### src/rtl/csd_pkg.sv
package csd_pkg;
  localparam int ADDR_W   = 24;
  localparam int PAGE_LSB = 13;
  localparam int BASE_W   = ADDR_W - PAGE_LSB;
  localparam int CODE_W   = 4;
  localparam int DATA_W   = 16;

  typedef enum logic [1:0] {
    ACC_RW  = 2'b00,
    ACC_RO  = 2'b01,
    ACC_WO  = 2'b10,
    ACC_RWX = 2'b11
  } acc_e;

  typedef struct packed {
    logic [BASE_W-1:0] base;
    logic [CODE_W-1:0] code;
    acc_e              acc;
    logic              wide;
    logic              valid;
  } chan_cfg_t;

  // register A layout: base in the top bits, valid in bit 0
  function automatic logic [DATA_W-1:0] pack_a(chan_cfg_t c);
    logic [DATA_W-1:0] v;
    v = '0;
    v[DATA_W-1 -: BASE_W] = c.base;
    v[0] = c.valid;
    return v;
  endfunction

  // register B layout: size code, access qualifier, width
  function automatic logic [DATA_W-1:0] pack_b(chan_cfg_t c);
    logic [DATA_W-1:0] v;
    v = '0;
    v[CODE_W-1:0] = c.code;
    v[CODE_W+1:CODE_W] = c.acc;
    v[CODE_W+2] = c.wide;
    return v;
  endfunction
endpackage

### src/rtl/csd_chan_match.sv
module csd_chan_match
  import csd_pkg::*;
#(
  parameter int AW  = ADDR_W,
  parameter int PLS = PAGE_LSB
) (
  input  chan_cfg_t       cfg,
  input  logic [AW-1:0]   addr,
  input  logic            wr,
  output logic            addr_hit,
  output logic            eligible,
  output logic            ro_block
);
  localparam int BW = AW - PLS;

  // mask keeps the page bits at or above the block size
  function automatic logic [BW-1:0] size_mask(logic [CODE_W-1:0] code);
    logic [BW-1:0] m;
    for (int i = 0; i < BW; i++) m[i] = (i >= int'(code));
    return m;
  endfunction

  logic [BW-1:0] diff;
  assign diff     = (addr[AW-1:PLS] ^ cfg.base) & size_mask(cfg.code);
  assign addr_hit = cfg.valid && (diff == '0);

  logic dir_ok;
  always_comb begin
    unique case (cfg.acc)
      ACC_RO:  dir_ok = !wr;
      ACC_WO:  dir_ok = wr;
      default: dir_ok = 1'b1;
    endcase
  end

  assign eligible = addr_hit && dir_ok;
  assign ro_block = addr_hit && wr && (cfg.acc == ACC_RO);

  always_comb begin
    a_r7_dir_gate: assert (!(eligible && wr && cfg.acc == ACC_RO));
  end
endmodule

### src/rtl/csd_prio_pick.sv
module csd_prio_pick #(
  parameter int N = 4
) (
  input  logic [N-1:0] req,
  output logic [N-1:0] grant,
  output logic         multi
);
  logic [N:0] seen;
  assign seen[0] = 1'b0;

  for (genvar i = 0; i < N; i++) begin : g_pick
    assign grant[i]  = req[i] && !seen[i];
    assign seen[i+1] = seen[i] || req[i];
  end

  function automatic int unsigned ones(logic [N-1:0] v);
    int unsigned n;
    n = 0;
    for (int i = 0; i < N; i++) n += int'(v[i]);
    return n;
  endfunction

  assign multi = ones(req) > 1;

  always_comb begin
    a_r5_single_grant: assert ($onehot0(grant));
    a_r5_grant_iff_req: assert ((grant != '0) == (req != '0));
  end
endmodule

### src/rtl/csd_regs.sv
module csd_regs
  import csd_pkg::*;
#(
  parameter int N     = 4,
  parameter int DW    = DATA_W,
  parameter int OFF_W = 4
) (
  input  logic             clk,
  input  logic             cold_rst_n,
  input  logic             width_pin,
  input  logic             wr_en,
  input  logic [OFF_W-1:0] off,
  input  logic [DW-1:0]    wdata,
  input  logic             conf_set,
  input  logic             wpv_set,
  output chan_cfg_t [N-1:0] cfg,
  output logic             conf_en,
  output logic             wpv_en,
  output logic             stat_conf,
  output logic             stat_wpv,
  output logic [DW-1:0]    rdata
);
  localparam int CH_OFF   = 4;
  localparam int CTRL_OFF = 0;
  localparam int CONF_EN_BIT = 8;
  localparam int WPV_EN_BIT  = 9;

  logic ctrl_wr;
  assign ctrl_wr = wr_en && (off == OFF_W'(CTRL_OFF));

  for (genvar c = 0; c < N; c++) begin : g_ch
    localparam logic [OFF_W-1:0] OFF_A = OFF_W'(CH_OFF + 2*c);
    localparam logic [OFF_W-1:0] OFF_B = OFF_W'(CH_OFF + 2*c + 1);
    logic wr_a, wr_b;
    assign wr_a = wr_en && (off == OFF_A);
    assign wr_b = wr_en && (off == OFF_B);

    always_ff @(posedge clk) begin
      if (!cold_rst_n) begin
        cfg[c].base  <= '0;
        cfg[c].code  <= '0;
        cfg[c].acc   <= ACC_RW;
        cfg[c].wide  <= (c == 0) ? width_pin : 1'b0;
        cfg[c].valid <= (c == 0);
      end else begin
        if (wr_a) begin
          cfg[c].base  <= wdata[DW-1 -: BASE_W];
          cfg[c].valid <= wdata[0];
        end
        if (wr_b) begin
          cfg[c].code <= wdata[CODE_W-1:0];
          cfg[c].acc  <= acc_e'(wdata[CODE_W+1:CODE_W]);
          cfg[c].wide <= wdata[CODE_W+2];
        end
      end
    end
  end

  always_ff @(posedge clk) begin
    if (!cold_rst_n) begin
      conf_en   <= 1'b0;
      wpv_en    <= 1'b0;
      stat_conf <= 1'b0;
      stat_wpv  <= 1'b0;
    end else begin
      if (ctrl_wr) begin
        conf_en <= wdata[CONF_EN_BIT];
        wpv_en  <= wdata[WPV_EN_BIT];
      end
      if (conf_set)                stat_conf <= 1'b1;
      else if (ctrl_wr && wdata[0]) stat_conf <= 1'b0;
      if (wpv_set)                 stat_wpv <= 1'b1;
      else if (ctrl_wr && wdata[1]) stat_wpv <= 1'b0;
    end
  end

  always_comb begin
    rdata = '0;
    if (off == OFF_W'(CTRL_OFF)) begin
      rdata[0] = stat_conf;
      rdata[1] = stat_wpv;
      rdata[CONF_EN_BIT] = conf_en;
      rdata[WPV_EN_BIT]  = wpv_en;
    end
    for (int c = 0; c < N; c++) begin
      if (off == OFF_W'(CH_OFF + 2*c))     rdata = pack_a(cfg[c]);
      if (off == OFF_W'(CH_OFF + 2*c + 1)) rdata = pack_b(cfg[c]);
    end
  end

  a_r6_conf_sticky: assert property (@(posedge clk) disable iff (!cold_rst_n)
    conf_set |=> stat_conf);
  a_r8_wpv_sticky: assert property (@(posedge clk) disable iff (!cold_rst_n)
    wpv_set |=> stat_wpv);
  a_r11_flag_holds: assert property (@(posedge clk) disable iff (!cold_rst_n)
    (stat_conf && !ctrl_wr) |=> stat_conf);
endmodule

### src/rtl/csd_decoder.sv
module csd_decoder
  import csd_pkg::*;
#(
  parameter int              AW       = ADDR_W,
  parameter int              NUM_CH   = 4,
  parameter int              DW       = DATA_W,
  parameter int              WIN_LSB  = 5,
  parameter logic [AW-1:0]   REG_BASE = 24'hFFF000
) (
  input  logic              clk,
  input  logic              cold_rst_n,
  input  logic              soft_rst_n,
  input  logic              width_pin,
  input  logic              bus_valid,
  input  logic              bus_write,
  input  logic [AW-1:0]     bus_addr,
  input  logic [DW-1:0]     bus_wdata,
  output logic [NUM_CH-1:0] cs_n,
  output logic              cs_wide,
  output logic              bus_err,
  output logic [DW-1:0]     bus_rdata,
  output logic              conflict_flag,
  output logic              wpv_flag
);
  localparam int OFF_W = WIN_LSB - 1;

  chan_cfg_t [NUM_CH-1:0] cfg;
  logic conf_en, wpv_en, stat_conf, stat_wpv;
  logic [DW-1:0] reg_rdata;

  // register window recognition
  logic in_win, win_access, dec_access;
  assign in_win     = bus_addr[AW-1:WIN_LSB] == REG_BASE[AW-1:WIN_LSB];
  assign win_access = bus_valid && in_win;
  assign dec_access = bus_valid && !in_win;

  // per-channel compare
  logic [NUM_CH-1:0] hit, elig, ro_hit;
  for (genvar c = 0; c < NUM_CH; c++) begin : g_match
    csd_chan_match #(.AW(AW), .PLS(PAGE_LSB)) u_match (
      .cfg      (cfg[c]),
      .addr     (bus_addr),
      .wr       (bus_write),
      .addr_hit (hit[c]),
      .eligible (elig[c]),
      .ro_block (ro_hit[c])
    );
  end

  logic [NUM_CH-1:0] grant;
  logic              multi;
  csd_prio_pick #(.N(NUM_CH)) u_pick (
    .req   (elig),
    .grant (grant),
    .multi (multi)
  );

  // named decode events
  logic conf_evt, wpv_evt, err_evt, sel_wide;
  assign conf_evt = dec_access && multi;
  assign wpv_evt  = dec_access && bus_write && (elig == '0) && (ro_hit != '0);
  assign err_evt  = (conf_evt && conf_en) || (wpv_evt && wpv_en);

  always_comb begin
    sel_wide = 1'b0;
    for (int c = 0; c < NUM_CH; c++)
      if (grant[c]) sel_wide = cfg[c].wide;
  end

  csd_regs #(.N(NUM_CH), .DW(DW), .OFF_W(OFF_W)) u_regs (
    .clk        (clk),
    .cold_rst_n (cold_rst_n),
    .width_pin  (width_pin),
    .wr_en      (win_access && bus_write),
    .off        (bus_addr[WIN_LSB-1:1]),
    .wdata      (bus_wdata),
    .conf_set   (conf_evt),
    .wpv_set    (wpv_evt),
    .cfg        (cfg),
    .conf_en    (conf_en),
    .wpv_en     (wpv_en),
    .stat_conf  (stat_conf),
    .stat_wpv   (stat_wpv),
    .rdata      (reg_rdata)
  );

  // output stage
  always_ff @(posedge clk) begin
    if (!cold_rst_n || !soft_rst_n) begin
      cs_n      <= '1;
      cs_wide   <= 1'b0;
      bus_err   <= 1'b0;
      bus_rdata <= '0;
    end else begin
      cs_n      <= dec_access ? ~grant : '1;
      cs_wide   <= dec_access && sel_wide;
      bus_err   <= err_evt;
      bus_rdata <= (win_access && !bus_write) ? reg_rdata : '0;
    end
  end

  assign conflict_flag = stat_conf;
  assign wpv_flag      = stat_wpv;

  a_r5_onehot_select: assert property (@(posedge clk) disable iff (!cold_rst_n)
    $onehot0(~cs_n));
  a_r9_window_quiet: assert property (@(posedge clk) disable iff (!cold_rst_n)
    win_access |=> ((&cs_n) && !bus_err));
  a_r8_wpv_no_select: assert property (@(posedge clk) disable iff (!cold_rst_n)
    wpv_evt |=> (&cs_n));
  a_r6_conf_flag: assert property (@(posedge clk) disable iff (!cold_rst_n)
    conf_evt |=> conflict_flag);
  a_r11_err_pulse: assert property (@(posedge clk) disable iff (!cold_rst_n)
    !bus_valid |=> !bus_err);
  a_r3_idle_quiet: assert property (@(posedge clk) disable iff (!cold_rst_n)
    !bus_valid |=> (&cs_n));
endmodule

### config.mk
export PLATFORM = sky130hd
export DESIGN_NAME = csd_decoder
export DESIGN_NICKNAME = d
export VERILOG_FILES = /design/src/rtl/csd_pkg.sv /design/src/rtl/csd_chan_match.sv /design/src/rtl/csd_prio_pick.sv /design/src/rtl/csd_regs.sv /design/src/rtl/csd_decoder.sv
export SDC_FILE = /design/constraint.sdc
export NUM_CORES = 1
export LEC_CHECK = 0
export ABC_CLOCK_PERIOD_IN_PS = 3000
export BUFFER_PORTS_ARGS = -buffer_cell sky130_fd_sc_hd__buf_2
export CORE_MARGIN = 2
export CORE_UTILIZATION = 55
export CTS_CLUSTER_SIZE = 8
export DETAILED_ROUTE_END_ITERATION = 10
export GPL_TIMING_DRIVEN = 0
export PLACE_DENSITY = 0.76
export SYNTH_ARGS = -nofsm -noshare
export SYNTH_HDL_FRONTEND = slang
export SYNTH_HIERARCHICAL = 1
export SYNTH_SLANG_ARGS = --single-unit
### constraint.sdc
create_clock -name clk -period 3 [get_ports clk]
set_clock_uncertainty 0.2 [all_clocks]
set_input_delay 0.15 -clock clk [delete_from_list [all_inputs] [get_ports clk]]
set_output_delay 0.15 -clock clk [all_outputs]
set_load 0.01 [all_outputs]
==> results of run 1 <==
stage by stage:
stage | std cells | power (mW) | area (sq um)
finish | 938 | 2.68 | 6910
global route | 938 | 2.76 | 6910
CTS | 938 | 2.67 | 6860
detailed placement | 899 | 1.64 | 6350
global placement | 899 | 1.64 | 6350
floorplan | 699 | 1.53 | 5860
final timing paths:
| path | end | slack [ns] | cells after the start |
|---|---|---|---|
| setup / recovery | u_regs/stat_conf | 0.03 | 10 |
| hold / removal | cs_wide | 0.05 | 4 |
| setup reg to reg | u_regs/stat_conf | 0.03 | 10 |
| hold reg to reg | u_regs/cfg[46] | 0.29 | 2 |
power breakdown:
| part | total [mW] | internal, mW | leakage [nW] | switching, mW |
|---|---|---|---|---|
| Clock | 1.04 | 0.546 | 0.118 | 0.495 |
| Combinational | 0.285 | 0.114 | 1.60 | 0.171 |
| Sequential | 1.35 | 1.35 | 0.828 | 0.00174 |
| Total | 2.68 | 2.01 | 2.55 | 0.668 |
cell type report:
type,instances,share of cell area
clock buffer,12,0.0241
multi-input combinational,539,0.513
sequential,102,0.300
buffer,43,0.0400
timing repair buffer,87,0.0786
tap,136,0.0246
inverter,15,0.00815
clock inverter,4,0.0111
worst min-delay path: cells and delay by family:
kind                   cells  cell delay (ns)
buffers and inverters      1             0.09
AND/OR/NAND/NOR            3             0.34
per-layer routing:
metal  vias to the layer above  global-route usage  share of wire
li1                       2639                   -              -
met1                      2691               0.481           0.40
met2                       363               0.551           0.44
met3                        51               0.114           0.12
met4                         0               0.152          0.035
met5                         -                   0              0
registers in the layout (all words and copies together) (netlist names):
| name | cells |
|---|---|
| u_regs/cfg | 76 |
| u_regs/conf_en | 1 |
| u_regs/wpv_en | 1 |
| bus_rdata | 16 |
| u_regs/stat_conf | 1 |
| cs_n | 4 |
| cs_wide | 1 |
| u_regs/stat_wpv | 1 |
| bus_err | 1 |
cells in the final DEF, fill, tap and decap left out, types with 5 or more instances in the layout:
cell and n:
sky130_fd_sc_hd__o21ai_1 15, sky130_fd_sc_hd__nor3_1 15, sky130_fd_sc_hd__buf_4 11, sky130_fd_sc_hd__ha_1 10
sky130_fd_sc_hd__a21oi_1 29, sky130_fd_sc_hd__a211oi_1 5, sky130_fd_sc_hd__a22oi_1 16, sky130_fd_sc_hd__nor4_2 5
sky130_fd_sc_hd__and3_1 18, sky130_fd_sc_hd__a22o_1 8, sky130_fd_sc_hd__o21ai_0 32, sky130_fd_sc_hd__clkbuf_8 10
sky130_fd_sc_hd__buf_2 77, sky130_fd_sc_hd__xor2_1 12, sky130_fd_sc_hd__nand2_1 149, sky130_fd_sc_hd__nor2_4 7
sky130_fd_sc_hd__dlygate4sd3_1 20, sky130_fd_sc_hd__a21boi_0 23, sky130_fd_sc_hd__dfxtp_1 93, sky130_fd_sc_hd__xnor2_1 30
sky130_fd_sc_hd__buf_6 9, sky130_fd_sc_hd__nand3_1 11, sky130_fd_sc_hd__clkbuf_1 13, sky130_fd_sc_hd__inv_1 14
sky130_fd_sc_hd__a21boi_1 53, sky130_fd_sc_hd__nor2b_1 8, sky130_fd_sc_hd__nand2b_1 6, sky130_fd_sc_hd__nor2_1 10
timing repair:
action | in CTS | in global routing
endpoints found under the setup margin | 7 | 4
hold buffers | 20 | 0
hold endpoints to repair | 84 | 0
pin swaps | 2 | 6
gates resized for setup | 11 | 12
setup buffers | 3 | 0
==> flow_summary.json, run 1 <==
{
  "yosys_warnings": 6,
  "cellLeakagePower_nw": 2.55,
  "area_added_between_synthesis_and_finish_pct": 17.8,
  "worst_setup_hold_path_clk_slew_ns": 0.10,
  "cts_htree_levels": 3,
  "clock-sinks": 102,
  "buffer_ports.inserted": 64,
  "tritoncts": "done",
  "syn-cell-area_sq_mm": 0.00586,
  "outcome": "complete, no violations",
  "post-dp-hpwl_um": 15000,
  "final_core_util": 0.669,
  "upper_clock_frequency_limit_mhz": 337,
  "cellPowerDensity_mw_per_mm2": 388,
  "worst_skew_pair.late_latency_ns": 0.39,
  "setup_total_negative_slack_ns": 0,
  "timing.final.hold_violations": 0,
  "worstSetupEndpointType": "flop",
  "placer_s_final_routability_congestion_estimate": 0.999,
  "worstPathArrival_ns": 3.04,
  "worst-setup-path-type": "reg -> reg",
  "num-nets-final": 854,
  "rsz_0062_raised_after_global_routing": "true",
  "floorplan.rows": 37,
  "grt_antenna_before_repair": 1,
  "layout-drive-gt1-share": 0.217,
  "synthesis.instances": 699,
  "cpMaxStageDelayCell": "sky130_fd_sc_hd__fa_1",
  "pre_cts_slack_ns": -0.691,
  "critical-path-top-delay-family": "simple AND/OR/NAND/NOR gates",
  "viasPerCell": 6.12,
  "ff_latch_area_sq_mm": 0.00207,
  "slew_viol_final": 0,
  "cts_inserted_buffers": 9,
  "final_worst_setup_slack_ns": 0.0332,
  "vias": 5744,
  "worstSetupStartpointType": "flop",
  "antenna_violating_nets_post_route": 0,
  "mappedNetlistNets": 756,
  "num_antenna_cells": 0,
  "grt_start_max_net_pins": 17,
  "drt_wl_total_um": 20500,
  "floorplan.initialDensity": 0.568,
  "syn-mean-instance-area_sq_um": 8.38,
  "worst-endpoint-required_ns": 3.07,
  "drt-initial-drc-count": 813,
  "worst_r2r_startpoint": "u_regs/cfg[25]",
  "fin_hold_ws_ns": 0.0497,
  "clk_root_buffer_cell": "sky130_fd_sc_hd__clkbuf_8",
  "firstDrtPassIters": 9,
  "crit_path_start": "u_regs/cfg[25]",
  "period_needed_ns": 2.97,
  "height_of_the_die_um": 107,
  "grt_usage": 0.365,
  "worstPathCellList": "a31oi_1, nor4_2, o2111ai_2, nor3_4, inv_1, fa_1, o21ai_1, and3b_2, a21oi_1, nor2b_1",
  "drt-wirelength-per-cell_um": 21.9,
  "hold_path_startpoint": "soft_rst_n",
  "global_route_wire_length_before_repair_um": 30700,
  "multiInputGateArea_sq_mm": 0.00354,
  "tightest_hold_check_type": "in -> reg",
  "ctsLongestPathBuffers": 2,
  "nFillCells": 909,
  "io-pin-count": 70,
  "drc_errors": 0,
  "finalSetupViolCount": 0,
  "tightest_slew_ns": 0.956,
  "gr-total-overflow": 0,
  "drv_cap": 0,
  "peak_per_stage_delay_on_the_critical_path_ns": 0.52,
  "timing.critical_path.fanout_max": 9,
  "vdd_drop_max_uv": 208,
  "fp.dieW_um": 107,
  "crit_buf_inv": 1,
  "final_min_period_over_clock_period": 0.989,
  "dieArea_sq_mm": 0.0115,
  "core_region_area_sq_mm": 0.0103,
  "relSlewSlack": 0.360,
  "first_global_vias": 5556
}
Power figures use the tool's default switching activity.
==> run 2: changes to the inputs <==
--- a/config.mk
+++ b/config.mk
@@ -7,6 +7,7 @@
 export LEC_CHECK = 0
 export ABC_CLOCK_PERIOD_IN_PS = 3000
 export BUFFER_PORTS_ARGS = -buffer_cell sky130_fd_sc_hd__buf_2
+export CORE_ASPECT_RATIO = 1.1
 export CORE_MARGIN = 2
 export CORE_UTILIZATION = 55
 export CTS_CLUSTER_SIZE = 8
==> run 2 against run 1 <==
Effect of this change:
- global-route usage is 0.72 points lower
- sequential cell count stayed put
- first-iteration DRC count is 31% lower
- non-clock buffer count is 1 lower
- sequential power hardly changed
- worst hold slack worse by 0.031 ns
- register-to-register slack hardly changed
- core utilization is 0.10 points lower
- combinational power is 1% lower
- fmax is 0.43% higher
- final area is 0.53% higher
- sequential share of layout area is 0.23 points lower
- largest power group unchanged
==> flow_summary.json, run 2 (synthesis gave the netlist of run 1 again) <==
{
  "drc_errors": 0,
  "firstDrtPassIters": 6,
  "worst_skew_pair.late_latency_ns": 0.35,
  "height_of_the_die_um": 112,
  "multiInputGateArea_sq_mm": 0.00353,
  "comb_power_share": 0.099,
  "buffer_ports.inserted": 64,
  "clk_root_buffer_cell": "sky130_fd_sc_hd__clkbuf_16",
  "setup_total_negative_slack_ns": 0,
  "core_region_area_sq_mm": 0.0104,
  "final_design_area_no_fill_sq_mm": 0.00694,
  "largest_register_ff_count": 76,
  "worstPathArrival_ns": 2.99,
  "worstSetupEndpointType": "flop",
  "slew_viol_final": 0,
  "post-dp-hpwl_um": 15100,
  "grt_usage": 0.358,
  "crit-reg2reg-capture": "u_regs/stat_conf",
  "cellLeakagePower_nw": 2.56,
  "cts_htree_levels": 3,
  "floorplan.initialDensity": 0.564,
  "outcome": "complete, no violations",
  "global_route_wire_length_before_repair_um": 30500,
  "worstPathCellList": "xnor2_1, a31oi_1, nor4_2, o2111ai_2, nor3_4, inv_2, fa_1, o21ai_1, and3b_2, a21oi_1, nor2b_1",
  "floorplan.rows": 39,
  "fp.dieW_um": 102,
  "final_min_period_over_clock_period": 0.985,
  "p_int_mw": 2.12,
  "switching_share": 0.255,
  "peak_per_stage_delay_on_the_critical_path_ns": 0.50,
  "tritoncts": "done",
  "area_added_between_synthesis_and_finish_pct": 18.4,
  "num_antenna_cells": 0,
  "worst-setup-path-type": "reg -> reg",
  "switching_component_of_the_power_mw": 0.727,
  "hold_path_startpoint": "bus_addr[1]",
  "power.clock.fraction": 0.426,
  "tightest_hold_check_type": "in -> reg",
  "totalPowerFinal_mw": 2.85,
  "vias": 5707,
  "vdd_drop_max_uv": 251,
  "hold_depth": 4,
  "registers.top_by_ff_count": "u_regs/cfg",
  "nFillCells": 928,
  "grt_antenna_before_repair": 0,
  "worst_setup_hold_path_clk_slew_ns": 0.07,
  "final_core_util": 0.668,
  "finalSetupViolCount": 0,
  "crit_path_start": "u_regs/cfg[33]",
  "placer_s_final_routability_congestion_estimate": 0.950,
  "globalRouteMet3Util": 0.0897,
  "cts_inserted_buffers": 9,
  "timing.final.hold_violations": 0,
  "relSlewSlack": 0.434,
  "use_met2": 0.562,
  "mostFrequentLayoutCell": "sky130_fd_sc_hd__nand2_1",
  "worstHoldEndpoint": "u_regs/conf_en",
  "ff_latch_area_sq_mm": 0.00207,
  "cpMaxStageDelayCell": "sky130_fd_sc_hd__fa_1",
  "first_global_vias": 5470,
  "gr-total-overflow": 0,
  "pwr-share-seq": 0.476,
  "top_regs": "u_regs/cfg (76), bus_rdata (16), cs_n (4)",
  "ctsLongestPathBuffers": 2,
  "crit_buf_inv": 1,
  "clock-sinks": 102,
  "rrSetupSlack_ns": 0.05,
  "drv_cap": 0,
  "tightest_slew_ns": 0.846,
  "worst-endpoint-required_ns": 3.04,
  "cellPowerDensity_mw_per_mm2": 411,
  "critical-path-top-delay-family": "simple AND/OR/NAND/NOR gates",
  "layout-drive-gt1-share": 0.218,
  "io-pin-count": 70,
  "upper_clock_frequency_limit_mhz": 339,
  "most-common-layout-cells": "sky130_fd_sc_hd__nand2_1 (149), sky130_fd_sc_hd__dfxtp_1 (93), sky130_fd_sc_hd__buf_2 (77)",
  "drt-wirelength-per-cell_um": 21.3,
  "pre_cts_slack_ns": -0.288,
  "r2r.worst_path.cells": 11,
  "period_needed_ns": 2.95,
  "timing.critical_path.fanout_max": 3,
  "viasPerCell": 6.05,
  "grt_start_max_net_pins": 19,
  "drt_wl_total_um": 20100,
  "grt_util_met1": 0.464,
  "num-nets-final": 853,
  "worstSetupStartpointType": "flop",
  "worst_r2r_startpoint": "u_regs/cfg[33]",
  "area_after_detailed_placement_sq_mm": 0.00636,
  "final_worst_setup_slack_ns": 0.0460,
  "grt_busiest_layer": "met2",
  "dieArea_sq_mm": 0.0115,
  "antenna_violating_nets_post_route": 0,
  "drt-initial-drc-count": 563
}
-- run 2: worst reg2reg max path: stages (launching register included) --
cell and delay (ns):
sky130_fd_sc_hd__dfxtp_2 0.33, sky130_fd_sc_hd__xnor2_1 0.16, sky130_fd_sc_hd__a31oi_1 0.07, sky130_fd_sc_hd__nor4_2 0.37
sky130_fd_sc_hd__o2111ai_2 0.33, sky130_fd_sc_hd__nor3_4 0.33, sky130_fd_sc_hd__inv_2 0.08, sky130_fd_sc_hd__fa_1 0.50
sky130_fd_sc_hd__o21ai_1 0.07, sky130_fd_sc_hd__and3b_2 0.20, sky130_fd_sc_hd__a21oi_1 0.14, sky130_fd_sc_hd__nor2b_1 0.06
-- run 2: how the worst max path moves through the flow --
| stage | to | slack (ns) | cells past startpoint |
|---|---|---|---|
| 2_1_floorplan | u_regs/stat_conf | 0.35 | 11 |
| 3_3_place_gp | u_regs/stat_conf | -0.20 | 11 |
| 3_5_place_dp | u_regs/stat_conf | -0.29 | 11 |
| 4_1_cts | u_regs/stat_conf | 0.02 | 11 |
| 5_1_grt | u_regs/stat_conf | -0.009 | 11 |
| 6_report | u_regs/stat_conf | 0.05 | 11 |
-- run 2: through the flow --
step	hold WS (ns)	instances
after floorplan	0.0848	699
after global placement	0.233	906
after detailed placement	0.243	906
after CTS	0.00714	940
after global routing	0.0457	944
final	0.0187	944
-- run 2: area by class of cell --
class | instances | share of cell area
Clock inverter | 7 | 0.0117
Inverter | 15 | 0.00811
Sequential cell | 102 | 0.298
Timing Repair Buffer | 86 | 0.0764
Tap cell | 143 | 0.0258
Clock buffer | 9 | 0.0324
Buffer | 43 | 0.0398
Multi-Input combinational cell | 539 | 0.508
-- run 2: power by group through the flow --
| stage | clock [mW] | combinational, mW | sequential [mW] |
|---|---|---|---|
| 2_1_floorplan | 0 | 0.142 | 1.39 |
| 3_3_place_gp | 0 | 0.252 | 1.39 |
| 3_5_place_dp | 0 | 0.254 | 1.39 |
| 4_1_cts | 1.22 | 0.273 | 1.36 |
| 5_1_grt | 1.28 | 0.293 | 1.36 |
| 6_report | 1.21 | 0.281 | 1.36 |
-- run 2: metal layers --
metal | share of wire | vias to the layer above | wire length (um)
met5 | 0 | - | 0
met4 | 0.044 | 0 | 876
met3 | 0.11 | 56 | 2140
met2 | 0.45 | 328 | 9020
met1 | 0.40 | 2680 | 8030
li1 | - | 2643 | -
-- run 2: timing repair --
item,in CTS,in global routing
pin swaps,1,7
hold buffers,18,0
endpoints found under the hold margin,79,0
setup buffers,0,4
endpoints found under the setup margin,3,3
gates resized for setup,8,12
==> run 3: changes to the inputs <==
--- a/config.mk
+++ b/config.mk
@@ -7,13 +7,15 @@
 export LEC_CHECK = 0
 export ABC_CLOCK_PERIOD_IN_PS = 3000
 export BUFFER_PORTS_ARGS = -buffer_cell sky130_fd_sc_hd__buf_2
-export CORE_ASPECT_RATIO = 1.1
+export CELL_PAD_IN_SITES_DETAIL_PLACEMENT = 1
+export CELL_PAD_IN_SITES_GLOBAL_PLACEMENT = 1
+export CORE_ASPECT_RATIO = 0.5
 export CORE_MARGIN = 2
-export CORE_UTILIZATION = 55
-export CTS_CLUSTER_SIZE = 8
+export CORE_UTILIZATION = 44
+export CTS_CLUSTER_SIZE = 12
 export DETAILED_ROUTE_END_ITERATION = 10
 export GPL_TIMING_DRIVEN = 0
-export PLACE_DENSITY = 0.76
+export PLACE_DENSITY_LB_ADDON = 0.1
 export SYNTH_ARGS = -nofsm -noshare
 export SYNTH_HDL_FRONTEND = slang
 export SYNTH_HIERARCHICAL = 1
==> run 3 against run 2 <==
Effect of this change:
- the flow now finishes with violations (DRC, setup timing)
- critical path depth did not move
- setup slack worse by 0.097 ns
- sequential share of layout area down 0.37 points
- non-clock buffer count increased by 1
- power decreased by 0.30%
- wire length is 14% higher
- critical endpoint unchanged
- largest cell class unchanged
- largest power group unchanged
==> flow_summary.json, run 3 (synthesis gave the netlist of run 1 again) <==
{
  "worst_setup_hold_path_clk_slew_ns": 0.07,
  "hold_depth": 4,
  "viasPerCell": 5.95,
  "io-pin-count": 70,
  "worstPathArrival_ns": 3.09,
  "crit_path_start": "u_regs/cfg[10]",
  "nFillCells": 1556,
  "drt-initial-drc-count": 496,
  "registers.top_by_ff_count": "u_regs/cfg",
  "drt_wl_total_um": 22900,
  "core_region_area_sq_mm": 0.0128,
  "finalSetupViolCount": 2,
  "tritoncts": "done",
  "outcome": "finished with violations",
  "slew_viol_final": 0,
  "r2r.worst_path.cells": 11,
  "worstPathCellList": "xnor2_1, a21oi_1, nor3_1, nor3_1, nor3_4, inv_2, fa_1, o21ai_2, and3b_2, a21oi_2, nor2b_1",
  "cts_htree_levels": 3,
  "vias": 5781,
  "dieArea_sq_mm": 0.0143,
  "top_regs": "u_regs/cfg (76), bus_rdata (16), cs_n (4)",
  "most-common-layout-cells": "sky130_fd_sc_hd__nand2_1 (149), sky130_fd_sc_hd__dfxtp_1 (89), sky130_fd_sc_hd__buf_2 (77)",
  "grt_antenna_before_repair": 0,
  "final_min_period_over_clock_period": 1.02,
  "cellLeakagePower_nw": 2.58,
  "firstDrtPassIters": 10,
  "global_route_wire_length_before_repair_um": 34500,
  "setup_total_negative_slack_ns": -0.0621,
  "relSlewSlack": 0.346,
  "area_added_between_synthesis_and_finish_pct": 20.1,
  "final_core_util": 0.548,
  "drc_errors": 3,
  "floorplan.initialDensity": 0.456,
  "worstSetupStartpointType": "flop",
  "worst-setup-path-type": "reg -> reg",
  "vdd_drop_max_uv": 251,
  "layoutNonFillerInstCount": 971,
  "fin_hold_ws_ns": 0.0339,
  "cpMaxStageDelayCell": "sky130_fd_sc_hd__fa_1",
  "timing.critical_path.fanout_max": 3,
  "clk_root_buffer_cell": "sky130_fd_sc_hd__clkbuf_16",
  "rsz_0062_raised_after_global_routing": "true",
  "worst_r2r_startpoint": "u_regs/cfg[10]",
  "hold_path_startpoint": "bus_addr[1]",
  "height_of_the_die_um": 85.6,
  "tightest_slew_ns": 0.977,
  "largest_register_ff_count": 76,
  "floorplan.rows": 29,
  "num_antenna_cells": 0,
  "rrSetupSlack_ns": -0.05,
  "upper_clock_frequency_limit_mhz": 328,
  "period_needed_ns": 3.05,
  "peak_per_stage_delay_on_the_critical_path_ns": 0.58,
  "drv_cap": 0,
  "worst_path_most_repeated_cell": "sky130_fd_sc_hd__nor3_1",
  "clock-sinks": 102,
  "ctsLongestPathBuffers": 2,
  "num-nets-final": 854,
  "failed_checks": "DRC, setup timing",
  "cts_inserted_buffers": 9,
  "crit_buf_inv": 1,
  "gr-total-overflow": 0,
  "critical-path-top-delay-family": "simple AND/OR/NAND/NOR gates",
  "grt_usage": 0.324,
  "worstHoldEndpoint": "u_regs/conf_en",
  "fp.dieW_um": 167,
  "first_global_vias": 5787,
  "final_worst_setup_slack_ns": -0.0505,
  "drt-wirelength-per-cell_um": 23.6,
  "mostFrequentLayoutCell": "sky130_fd_sc_hd__nand2_1",
  "antenna_violating_nets_post_route": 0,
  "cellPowerDensity_mw_per_mm2": 404,
  "timing.final.hold_violations": 0,
  "place_inst": 933,
  "grt_start_max_net_pins": 17,
  "buffer_ports.inserted": 64,
  "post-dp-hpwl_um": 17000,
  "placer_s_final_routability_congestion_estimate": 0.940,
  "worst_skew_pair.late_latency_ns": 0.35,
  "crit-reg2reg-capture": "u_regs/stat_conf",
  "worst-endpoint-required_ns": 3.04,
  "worstSetupEndpointType": "flop",
  "layout-drive-gt1-share": 0.235,
  "tightest_hold_check_type": "in -> reg"
}
run 3: cell types whose count changed in the layout (fill, tap and decap cells not counted), sizes merged:
cell / before / now
inv: 16 / 15
clkinv: 4 / 3
clkbuf: 22 / 23
buf: 98 / 99
run 3: worst reg2reg max path: stages (launching register included):
cell and delay (ns):
sky130_fd_sc_hd__dfxtp_1 0.35, sky130_fd_sc_hd__xnor2_1 0.35, sky130_fd_sc_hd__a21oi_1 0.14, sky130_fd_sc_hd__nor3_1 0.34, sky130_fd_sc_hd__nor3_1 0.18, sky130_fd_sc_hd__nor3_4 0.29
sky130_fd_sc_hd__inv_2 0.09, sky130_fd_sc_hd__fa_1 0.58, sky130_fd_sc_hd__o21ai_2 0.07, sky130_fd_sc_hd__and3b_2 0.20, sky130_fd_sc_hd__a21oi_2 0.10, sky130_fd_sc_hd__nor2b_1 0.05
run 3: worst max path at each step:
stage	cells after the start	slack, ns	endpoint
CTS	11	0.004	u_regs/stat_conf
finish	11	-0.05	u_regs/stat_conf
global route	11	-0.07	u_regs/stat_conf
detailed placement	11	-0.34	u_regs/stat_conf
floorplan	11	0.35	u_regs/stat_conf
global placement	11	-0.29	u_regs/stat_conf
run 3: area by class of cell:
class                           instances  area, sq um  share of cell area
Buffer                                 43          277              0.0393
Clock buffer                           10          229              0.0325
Clock inverter                          5         60.1             0.00853
Inverter                               15         56.3             0.00800
Multi-Input combinational cell        539         3600               0.511
Sequential cell                       102         2070               0.294
Tap cell                              170          213              0.0302
Timing Repair Buffer                   87          538              0.0764
run 3: metrics by stage:
stage	setup WS [ns]	total power [mW]	instance area, sq um
2_1_floorplan	0.352	1.53	5860
3_3_place_gp	-0.285	1.64	6390
3_5_place_dp	-0.341	1.65	6390
4_1_cts	0.00368	2.84	6910
5_1_grt	-0.0733	2.92	7040
6_report	-0.0505	2.84	7040
run 3: power by group:
| group | internal (mW) | switching (mW) | total (mW) |
|---|---|---|---|
| clock | 0.647 | 0.546 | 1.19 |
| combinational | 0.113 | 0.178 | 0.291 |
| sequential | 1.36 | 0.00181 | 1.36 |
run 3: routing by layer:
layer,vias to the layer above,global-route usage,part of all wire
li1,2637,-,-
met1,2885,0.450,0.47
met2,228,0.508,0.43
met3,31,0.0821,0.079
met4,0,0.0783,0.018
met5,-,0,0
run 3: timing repair:
| item | CTS | global route |
|---|---|---|
| setup endpoints to repair | 3 | 33 |
| pin swaps | 2 | 9 |
| hold buffers | 18 | 0 |
| endpoints found under the hold margin | 77 | 0 |
| resized for setup | 8 | 27 |
| setup buffers | 2 | 3 |
